===== config.mk =====
export PLATFORM = sky130hd
export DESIGN_NAME = sxf_fifo_pair
export DESIGN_NICKNAME = d
export VERILOG_FILES = /design/src/rtl/sxf_pkg.sv /design/src/rtl/sxf_fifo.sv /design/src/rtl/sxf_idle_timer.sv /design/src/rtl/sxf_fifo_pair.sv
export SDC_FILE = /design/constraint.sdc
export NUM_CORES = 1
export LEC_CHECK = 0
export BUFFER_PORTS_ARGS = -buffer_cell sky130_fd_sc_hd__buf_4
export CORE_MARGIN = 1
export CORE_UTILIZATION = 56
export CTS_BUF_LIST = sky130_fd_sc_hd__clkbuf_8
export DETAILED_ROUTE_END_ITERATION = 12
export HOLD_SLACK_MARGIN = 0.15
export MAX_ROUTING_LAYER = met4
export PLACE_DENSITY = 0.75
export SLEW_MARGIN = 15
export SYNTH_ARGS = -nofsm -noshare
export SYNTH_HDL_FRONTEND = slang
export SYNTH_HIERARCHICAL = 1
export SYNTH_SLANG_ARGS = --single-unit

===== constraint.sdc =====
create_clock -name clk -period 4.35 [get_ports clk]
set_input_delay 0.87 -clock clk [delete_from_list [all_inputs] [get_ports clk]]
set_output_delay 0.87 -clock clk [all_outputs]
set_load 0.02 [all_outputs]

===== src/rtl/sxf_pkg.sv =====
package sxf_pkg;
  localparam int unsigned SXF_DATA_W     = 32;
  localparam int unsigned SXF_DEPTH      = 8;
  localparam int unsigned SXF_TH_W       = 3;
  localparam int unsigned SXF_IDLE_TICKS = 64;
  localparam int unsigned SXF_CLR_CYCLES = 3;

  // bits needed to hold the values 0..n
  function automatic int unsigned span_bits(input int unsigned n);
    return $clog2(n + 1);
  endfunction
endpackage


===== src/rtl/sxf_fifo.sv =====
module sxf_fifo #(
  parameter int unsigned DATA_W     = sxf_pkg::SXF_DATA_W,
  parameter int unsigned DEPTH      = sxf_pkg::SXF_DEPTH,
  parameter int unsigned CLR_CYCLES = sxf_pkg::SXF_CLR_CYCLES,
  localparam int unsigned PTR_W     = (DEPTH > 1) ? $clog2(DEPTH) : 1,
  localparam int unsigned CNT_W     = sxf_pkg::span_bits(DEPTH),
  localparam int unsigned CLR_W     = sxf_pkg::span_bits(CLR_CYCLES)
) (
  input  logic              clk,
  input  logic              rst,
  input  logic              clr_req,
  input  logic              push,
  input  logic [DATA_W-1:0] wdata,
  input  logic              pop,
  output logic [DATA_W-1:0] rdata,
  output logic [CNT_W-1:0]  count,
  output logic              clr_busy
);
  logic [DATA_W-1:0] mem [DEPTH];
  logic [PTR_W-1:0]  wr_ptr, rd_ptr;
  logic [CLR_W-1:0]  clr_left;
  logic              blocked, pop_ok, push_ok, is_full, is_empty;

  assign clr_busy = (clr_left != '0);
  assign blocked  = clr_req | clr_busy;
  assign is_full  = (count == CNT_W'(DEPTH));
  assign is_empty = (count == '0);
  assign pop_ok   = pop & ~is_empty & ~blocked;
  assign push_ok  = push & (~is_full | pop_ok) & ~blocked;

  function automatic logic [PTR_W-1:0] ptr_next(input logic [PTR_W-1:0] p);
    return (p == PTR_W'(DEPTH - 1)) ? '0 : p + 1'b1;
  endfunction

  // storage without reset so it maps onto RAM
  always_ff @(posedge clk) begin
    if (push_ok) mem[wr_ptr] <= wdata;
  end

  assign rdata = mem[rd_ptr];

  always_ff @(posedge clk) begin
    if (rst) begin
      wr_ptr   <= '0;
      rd_ptr   <= '0;
      count    <= '0;
      clr_left <= '0;
    end else if (clr_req) begin
      wr_ptr   <= '0;
      rd_ptr   <= '0;
      count    <= '0;
      clr_left <= CLR_W'(CLR_CYCLES);
    end else begin
      if (clr_busy) clr_left <= clr_left - 1'b1;
      if (push_ok)  wr_ptr   <= ptr_next(wr_ptr);
      if (pop_ok)   rd_ptr   <= ptr_next(rd_ptr);
      case ({push_ok, pop_ok})
        2'b10:   count <= count + 1'b1;
        2'b01:   count <= count - 1'b1;
        default: count <= count;
      endcase
    end
  end
endmodule


===== src/rtl/sxf_idle_timer.sv =====
module sxf_idle_timer #(
  parameter int unsigned IDLE_TICKS = sxf_pkg::SXF_IDLE_TICKS,
  localparam int unsigned T_W       = sxf_pkg::span_bits(IDLE_TICKS)
) (
  input  logic clk,
  input  logic rst,
  input  logic tick,
  input  logic occupied,
  input  logic read_evt,
  input  logic flag_clr,
  output logic flag
);
  logic [T_W-1:0] ticks_seen;
  logic           restart, expire;

  assign restart = read_evt | ~occupied;
  assign expire  = ~restart & tick & (ticks_seen == T_W'(IDLE_TICKS - 1));

  always_ff @(posedge clk) begin
    if (rst) begin
      ticks_seen <= '0;
      flag       <= 1'b0;
    end else begin
      if (restart)
        ticks_seen <= '0;
      else if (tick && ticks_seen != T_W'(IDLE_TICKS))
        ticks_seen <= ticks_seen + 1'b1;

      if (expire)
        flag <= 1'b1;
      else if (read_evt || flag_clr)
        flag <= 1'b0;
    end
  end
endmodule


===== src/rtl/sxf_fifo_pair.sv =====
module sxf_fifo_pair #(
  parameter int unsigned DATA_W     = sxf_pkg::SXF_DATA_W,
  parameter int unsigned DEPTH      = sxf_pkg::SXF_DEPTH,
  parameter int unsigned TH_W       = sxf_pkg::SXF_TH_W,
  parameter int unsigned IDLE_TICKS = sxf_pkg::SXF_IDLE_TICKS,
  parameter int unsigned CLR_CYCLES = sxf_pkg::SXF_CLR_CYCLES,
  localparam int unsigned CNT_W     = sxf_pkg::span_bits(DEPTH)
) (
  input  logic              clk,
  input  logic              rst,
  input  logic              tx_push,
  input  logic [DATA_W-1:0] tx_wdata,
  input  logic              tx_pop,
  output logic [DATA_W-1:0] tx_rdata,
  output logic [CNT_W-1:0]  tx_count,
  output logic              tx_empty,
  output logic              tx_full,
  input  logic              rx_push,
  input  logic [DATA_W-1:0] rx_wdata,
  input  logic              rx_pop,
  output logic [DATA_W-1:0] rx_rdata,
  output logic [CNT_W-1:0]  rx_count,
  output logic              rx_empty,
  output logic              rx_full,
  input  logic              tx_clr_req,
  input  logic              rx_clr_req,
  output logic              tx_clr_busy,
  output logic              rx_clr_busy,
  output logic              clr_busy,
  input  logic [TH_W-1:0]   tx_th_sel,
  input  logic [TH_W-1:0]   rx_th_sel,
  output logic              tx_th_flag,
  output logic              rx_th_flag,
  input  logic              sclk_tick,
  output logic              rx_ovr_flag,
  input  logic              rx_ovr_clr,
  output logic              rx_tout_flag,
  input  logic              rx_tout_clr,
  input  logic              ie_tx_th,
  input  logic              ie_rx_th,
  input  logic              ie_rx_ovr,
  input  logic              ie_rx_tout,
  output logic              irq_tx_th,
  output logic              irq_rx_th,
  output logic              irq_rx_ovr,
  output logic              irq_rx_tout
);
  logic rx_drop, rx_read;

  sxf_fifo #(.DATA_W(DATA_W), .DEPTH(DEPTH), .CLR_CYCLES(CLR_CYCLES)) u_tx_fifo (
    .clk(clk), .rst(rst), .clr_req(tx_clr_req),
    .push(tx_push), .wdata(tx_wdata), .pop(tx_pop),
    .rdata(tx_rdata), .count(tx_count), .clr_busy(tx_clr_busy)
  );

  sxf_fifo #(.DATA_W(DATA_W), .DEPTH(DEPTH), .CLR_CYCLES(CLR_CYCLES)) u_rx_fifo (
    .clk(clk), .rst(rst), .clr_req(rx_clr_req),
    .push(rx_push), .wdata(rx_wdata), .pop(rx_pop),
    .rdata(rx_rdata), .count(rx_count), .clr_busy(rx_clr_busy)
  );

  assign tx_empty = (tx_count == '0);
  assign tx_full  = (tx_count == CNT_W'(DEPTH));
  assign rx_empty = (rx_count == '0);
  assign rx_full  = (rx_count == CNT_W'(DEPTH));
  assign clr_busy = tx_clr_busy | rx_clr_busy;

  // opposite senses: receive above setting, transmit at or below
  assign rx_th_flag = (rx_count > CNT_W'(rx_th_sel));
  assign tx_th_flag = (tx_count <= CNT_W'(tx_th_sel));

  // a pop on a full store is always taken, so only push-without-pop drops
  assign rx_drop = rx_push & rx_full & ~rx_pop & ~rx_clr_req & ~rx_clr_busy;
  assign rx_read = rx_pop & ~rx_empty;

  always_ff @(posedge clk) begin
    if (rst)
      rx_ovr_flag <= 1'b0;
    else if (rx_drop)
      rx_ovr_flag <= 1'b1;
    else if (rx_ovr_clr)
      rx_ovr_flag <= 1'b0;
  end

  sxf_idle_timer #(.IDLE_TICKS(IDLE_TICKS)) u_idle (
    .clk(clk), .rst(rst), .tick(sclk_tick), .occupied(~rx_empty),
    .read_evt(rx_read), .flag_clr(rx_tout_clr), .flag(rx_tout_flag)
  );

  assign irq_tx_th   = tx_th_flag   & ie_tx_th;
  assign irq_rx_th   = rx_th_flag   & ie_rx_th;
  assign irq_rx_ovr  = rx_ovr_flag  & ie_rx_ovr;
  assign irq_rx_tout = rx_tout_flag & ie_rx_tout;
endmodule


=== Yosys cells after proc, flatten, opt, wreduce, memory -nomap -nowiden ===
Memory sizes are Yosys's and may differ from the RTL's. A register that Yosys moved wholly into a read port is not among the register bits.
Cells that the tools add are included.

* Reductions and logical operators: 15
* Eq/ne operators: 12
* Bitwise gates (word level): 34
* Add/subtract/negate cells: 11
* $lt $le $gt $ge: 2
* Muxes and demuxes: 22

{| class="wikitable"
|+ Operators with widths
! kind !! number
|-
| $mux W3 || 8
|-
| $and A1 B1 Y1 || 18
|-
| $pmux W4 S2 || 2
|-
| $reduce_bool A2 Y1 || 8
|-
| $add A3 B1 Y3 const B || 4
|-
| $eq A3 B3 Y1 const B || 4
|-
| $not A1 Y1 || 10
|-
| $add A4 B1 Y4 const B || 2
|-
| $eq A4 B4 Y1 const B || 2
|-
| $logic_not A4 Y1 || 2
|-
| $mux W1 || 8
|-
| $mux W2 || 4
|-
| $sub A4 B1 Y4 const B || 2
|-
| $add A7 B1 Y7 const B || 1
|-
| $eq A7 B6 Y1 const B || 1
|-
| $ne A7 B7 Y1 const B || 1
|-
| $or A1 B1 Y1 || 6
|-
| $reduce_or A2 Y1 || 3
|-
| $eq A2 B1 Y1 const B || 2
|-
| $eq A2 B2 Y1 const B || 2
|-
| $gt A4 B3 Y1 || 1
|-
| $le A4 B3 Y1 || 1
|-
| $sub A2 B1 Y2 const B || 2
|-
| $logic_and A1 B1 Y1 || 1
|-
| $logic_or A1 B1 Y1 || 1
|}

* Memories kept: 2
* Bits in registers: 33
* Output and inout port bits: 87
* Memory bits (writable): 512
* Logic and storage cells: 109
* Bits of input ports: 85

{| class="wikitable"
|+ Memories
! name !! words !! width !! read ports !! clocked after memory_dff !! write ports !! RTL line !! RTL
|-
| u_rx_fifo.mem || 8 || 32 || 1 || 1 || 1 || sxf_fifo.sv:19 || <nowiki>logic [DATA_W-1:0] mem [DEPTH];</nowiki>
|-
| u_tx_fifo.mem || 8 || 32 || 1 || 1 || 1 || sxf_fifo.sv:19 ||
|}

=== Depth between registers and ports, before layout ===
* Word-level depth: 9
* Depth in mapped cells: 12
* Depth with buffers taken out: 12

=== Hierarchy ===
Netlist, hierarchy kept.

{| class="wikitable"
|+ By module, submodules not included
! module !! times used !! cells each !! sequential area each (sq um) !! area an instance (sq um)
|-
| sxf_fifo || 2 || 459 || 7987.7 || 10602.7
|-
| sxf_idle_timer || 1 || 46 || 160.2 || 410.4
|-
| sxf_fifo_pair || 1 || 43 || 20.0 || 331.6
|}

=== Worst setup path before layout ===
OpenSTA, ideal clock, no wires.

* Path kind: input -> register
* From: in rx_clr_req
* To: mem u_rx_fifo/mem[4][0] (netlist name) (enable)
* Setup slack: 80 ps
* Stages on the path: 4
* Data arrival time: 3802 ps
* Path buffers: 0
* Required time: 3882 ps
* Setup time: 468 ps
* Path through: nor2b_1 -> o311a_4 -> nand2b_1 -> nor3b_1

* Longest elaborated chain between the ends: 8

{| class="wikitable"
|+ RTL lines
! element !! RTL line !! RTL
|-
| start, declared || sxf_fifo_pair.sv:26 || <nowiki>input logic rx_clr_req,</nowiki>
|-
| $or A1 B1 Y1 * || sxf_fifo.sv:25 || <nowiki>assign blocked = clr_req | clr_busy;</nowiki>
|-
| $not A1 Y1 * || sxf_fifo.sv:28, sxf_fifo.sv:29 ||
|-
| $and A1 B1 Y1 || sxf_fifo.sv:28 || <nowiki>assign pop_ok = pop & ~is_empty & ~blocked;</nowiki>
|-
| $or A1 B1 Y1 || sxf_fifo.sv:29 || <nowiki>assign push_ok = push & (~is_full | pop_ok) & ~blocked;</nowiki>
|-
| $and A1 B1 Y1 || sxf_fifo.sv:29 ||
|-
| $and A1 B1 Y1 * || sxf_fifo.sv:29 ||
|-
| $mux W1 * || sxf_fifo.sv:37 || <nowiki>if (push_ok) mem[wr_ptr] <= wdata;</nowiki>
|-
| $mux W1 (not written as such) * || sxf_fifo.sv:37 ||
|-
| end, declared || sxf_fifo.sv:19 ||
|}

Every way passes the cells marked *; elsewhere a longest branch is shown, timed or not.

==> results.sh <==
export IMPL_final_common_cell="edfxtp_1"
export IMPL_use_met3_pct=4.503
export IMPL_setup_viol=0
export IMPL_post_route_cell_area_um2=25400
export IMPL_grt_busiest_layer="met2"
export IMPL_path_class="reg -> out"
export IMPL_ios=172
export IMPL_die_w_um=200.0
export IMPL_layout_min_cycle_time_ps=3687
export IMPL_track_usage_pct=21.38
export IMPL_postCtsSetupRepairBufs=0
export IMPL_p_total_mw=9.990
export IMPL_cts_resized=0
export IMPL_yosysWarnings=6
export IMPL_grtUsageMet1_pct=27.36
export IMPL_avgSynthCellArea_um2=21.79
export IMPL_yosys_area_top_type="edfxtp_1"
export IMPL_failed_checks="DRC"
export IMPL_place_congestion=0.7143
export IMPL_cts_root_buf="clkbuf_8"
export IMPL_grt_max_degree=65
export IMPL_ys_seq_area_share_pct=73.61
export IMPL_synth_top_area_share_pct=70.05
export IMPL_die_h_um=200.0
export IMPL_hold_class="in -> reg"
export IMPL_layout_common_cells="edfxtp_1, buf_4, clkbuf_8"
export IMPL_hold_viol=0
export IMPL_post_dp_cell_area_um2=23900
export IMPL_synth_distinct_cells=53
export IMPL_dr_first_iter_drc_count=542
export IMPL_critical_path_max_fanout=34
export IMPL_fin_crit_sh_pct=84.75
export IMPL_grt_pass1_vias=11051
export IMPL_relSlewSlack_pct=36.39
export IMPL_postSynthRegisterBits=551
export IMPL_die_area_um2=39990
export IMPL_first_pass_iters=8
export IMPL_grt_pass1_wl_um=61020
export IMPL_htree_levels=3
export IMPL_critical_path_arrival_ps=2820
export IMPL_vias=10357
export IMPL_netlist_area_um2=21950
export IMPL_power_density_nw_per_um2=393.2
export IMPL_fin_skew_ps=25.99
export IMPL_core_um2=38650
export IMPL_clk_latency_ps=640
export IMPL_clkSinkCount=551
export IMPL_antenna_found_initial=1
export IMPL_n_fill_cell=2543
export IMPL_grt_overflow_total=0
export IMPL_worstMarginPinSlew_ps=954.1
export IMPL_critPathCaptureType="output pin"
export IMPL_cp_cell_sequence="buf_12 -> mux4_1 -> mux2_2 -> buf_4"
export IMPL_vias_per_cell=5.653
export IMPL_clk_pin_slew_worst_paths_ps=60
export IMPL_start_util_pct=56.79
export IMPL_drv_cap=0
export IMPL_rsz0062_at_grt="no"
export IMPL_final_nets=1360
export IMPL_synth_cells=1007
export IMPL_clockBufferDepth=3
export IMPL_status="finished, violations left"
export IMPL_cpMaxStageDelayCell="dfxtp_4"
export IMPL_p_leak_nw=8.524
export IMPL_fmax_mhz=271.2
export IMPL_dpl_worst_slack_ps=1252
export IMPL_fin_cells=1832
export IMPL_drc=1
export IMPL_critPathLaunchType="register"
export IMPL_drive_above_1_share_pct=36.48
export IMPL_maxSlewViolCount=0
export IMPL_synthTopCellsByArea="edfxtp_1, mux4_2, mux4_1, dfxtp_1, mux2_4"
export IMPL_ir_drop_uv=331.1
export IMPL_wl_per_cell_um=21.81
export IMPL_final_util_pct=65.73
export IMPL_numCtsBuffers=86
export IMPL_required_ps=3480
export IMPL_max_stage_delay_ps=750
export IMPL_syn_nets=1116
export IMPL_cts_hold_buf=0
export IMPL_finalSetupTns_ps=0
export IMPL_rows=72
export IMPL_ant_nets=0
export IMPL_placed_cells=1681
export IMPL_fin_hold_ws_ps=459.3
export IMPL_wl_um=39950
export IMPL_hpwl_um=22600
export IMPL_met2_usage_pct=34.12
export IMPL_port_buffers=171
export IMPL_cts_tree="done"
export IMPL_area_growth_pct=15.75
export IMPL_setup_ws_ps=663.2
layout make-up:
class,instances,area [µm²],area share [%]
inverter,26,97.59,0.3842
clock buffer,86,1184,4.659
multi-input combinational,390,5492,21.62
sequential,551,16170,63.64
antenna,1,2.502,0.009850
clock inverter,64,316.6,1.246
timing repair buffer,196,1496,5.890
tap,518,648.1,2.551
logic make-up (layout without fill, tap and decap cells):
group,count (synthesis),after routing,share of synthesized area [%]
other,0,1,0
muxes,204,204,18.40
buffers and inverters,66,372,1.779
DFF,551,551,73.61
and+or+nand+nor,114,114,3.016
AOI/OAI and AO/OA,38,38,1.425
xor gates and xnor gates,10,10,0.3991
adders and majority gates,24,24,1.368
final timing paths:
check / start / to / slack (ps) / cells after the start
max: register / tx_rdata[28] / 660 / 4
min reg2reg: u_tx_fifo/rd_ptr[1]$_SDFFE_PP0N_ / register / 490 / 2
min: rx_wdata[27] / u_rx_fifo/mem[3][27]$_DFFE_PP_ / 460 / 1
max reg2reg: u_rx_fifo/count[1]$_SDFFE_PP0P_ / u_rx_fifo/count[2]$_SDFFE_PP0P_ / 1680 / 10
power breakdown:
part	internal [mW]	total (mW)	switching, mW
Sequential	5.82	5.83	0.0111
Clock	1.91	3.82	1.91
Combinational	0.155	0.340	0.186
Yosys cell counts, drive strengths merged:
| master | number |
|---|---|
| nor4 | 2 |
| o311a | 2 |
| o211a | 2 |
| a21oi | 12 |
| a32oi | 1 |
| nand2 | 13 |
| and2 | 3 |
| nor2 | 36 |
| o21ai | 10 |
| nor4bb | 2 |
| dfxtp | 39 |
| inv | 26 |
| nor3b | 9 |
| xnor2 | 2 |
| mux2i | 12 |
| a31oi | 1 |
| a311oi | 1 |
| a2111oi | 1 |
| xor2 | 8 |
| ha | 24 |
| edfxtp | 512 |
| clkbuf | 10 |
| a21boi | 1 |
| mux2 | 64 |
| nor4b | 5 |
| or4 | 1 |
| or2 | 4 |
| nand3 | 6 |
| mux4 | 128 |
| nor3 | 5 |
| nand4 | 4 |
| nand3b | 4 |
| buf | 30 |
| nor2b | 6 |
| nand2b | 7 |
| or3 | 7 |
| a211o | 3 |
| a211oi | 4 |
metal layers:
metal	vias up	part of all wire, %
li1	4704	-
met1	5304	42
met2	273	49
met3	76	5.8
met4	0	2.3
met5	-	0
sequential cells by signal (all words and copies together), names as in the netlist, named ones only:
register	count
u_rx_fifo/clr_left	2
u_rx_fifo/wr_ptr	3
u_tx_fifo/clr_left	2
u_tx_fifo/count	4
rx_ovr_flag	1
u_rx_fifo/mem	256
u_rx_fifo/count	4
u_idle/ticks_seen	7
u_rx_fifo/rd_ptr	3
u_idle/flag	1
u_tx_fifo/mem	256
u_tx_fifo/rd_ptr	3
u_tx_fifo/wr_ptr	3
worst max-delay path, delay by kind of cell, from the launching register on:
| family | cells | cell delay [ps] |
|---|---|---|
| mux | 2 | 900 |
| flops | 1 | 750 |
| buf+inv | 2 | 490 |
(Power assumes the default switching activity.)
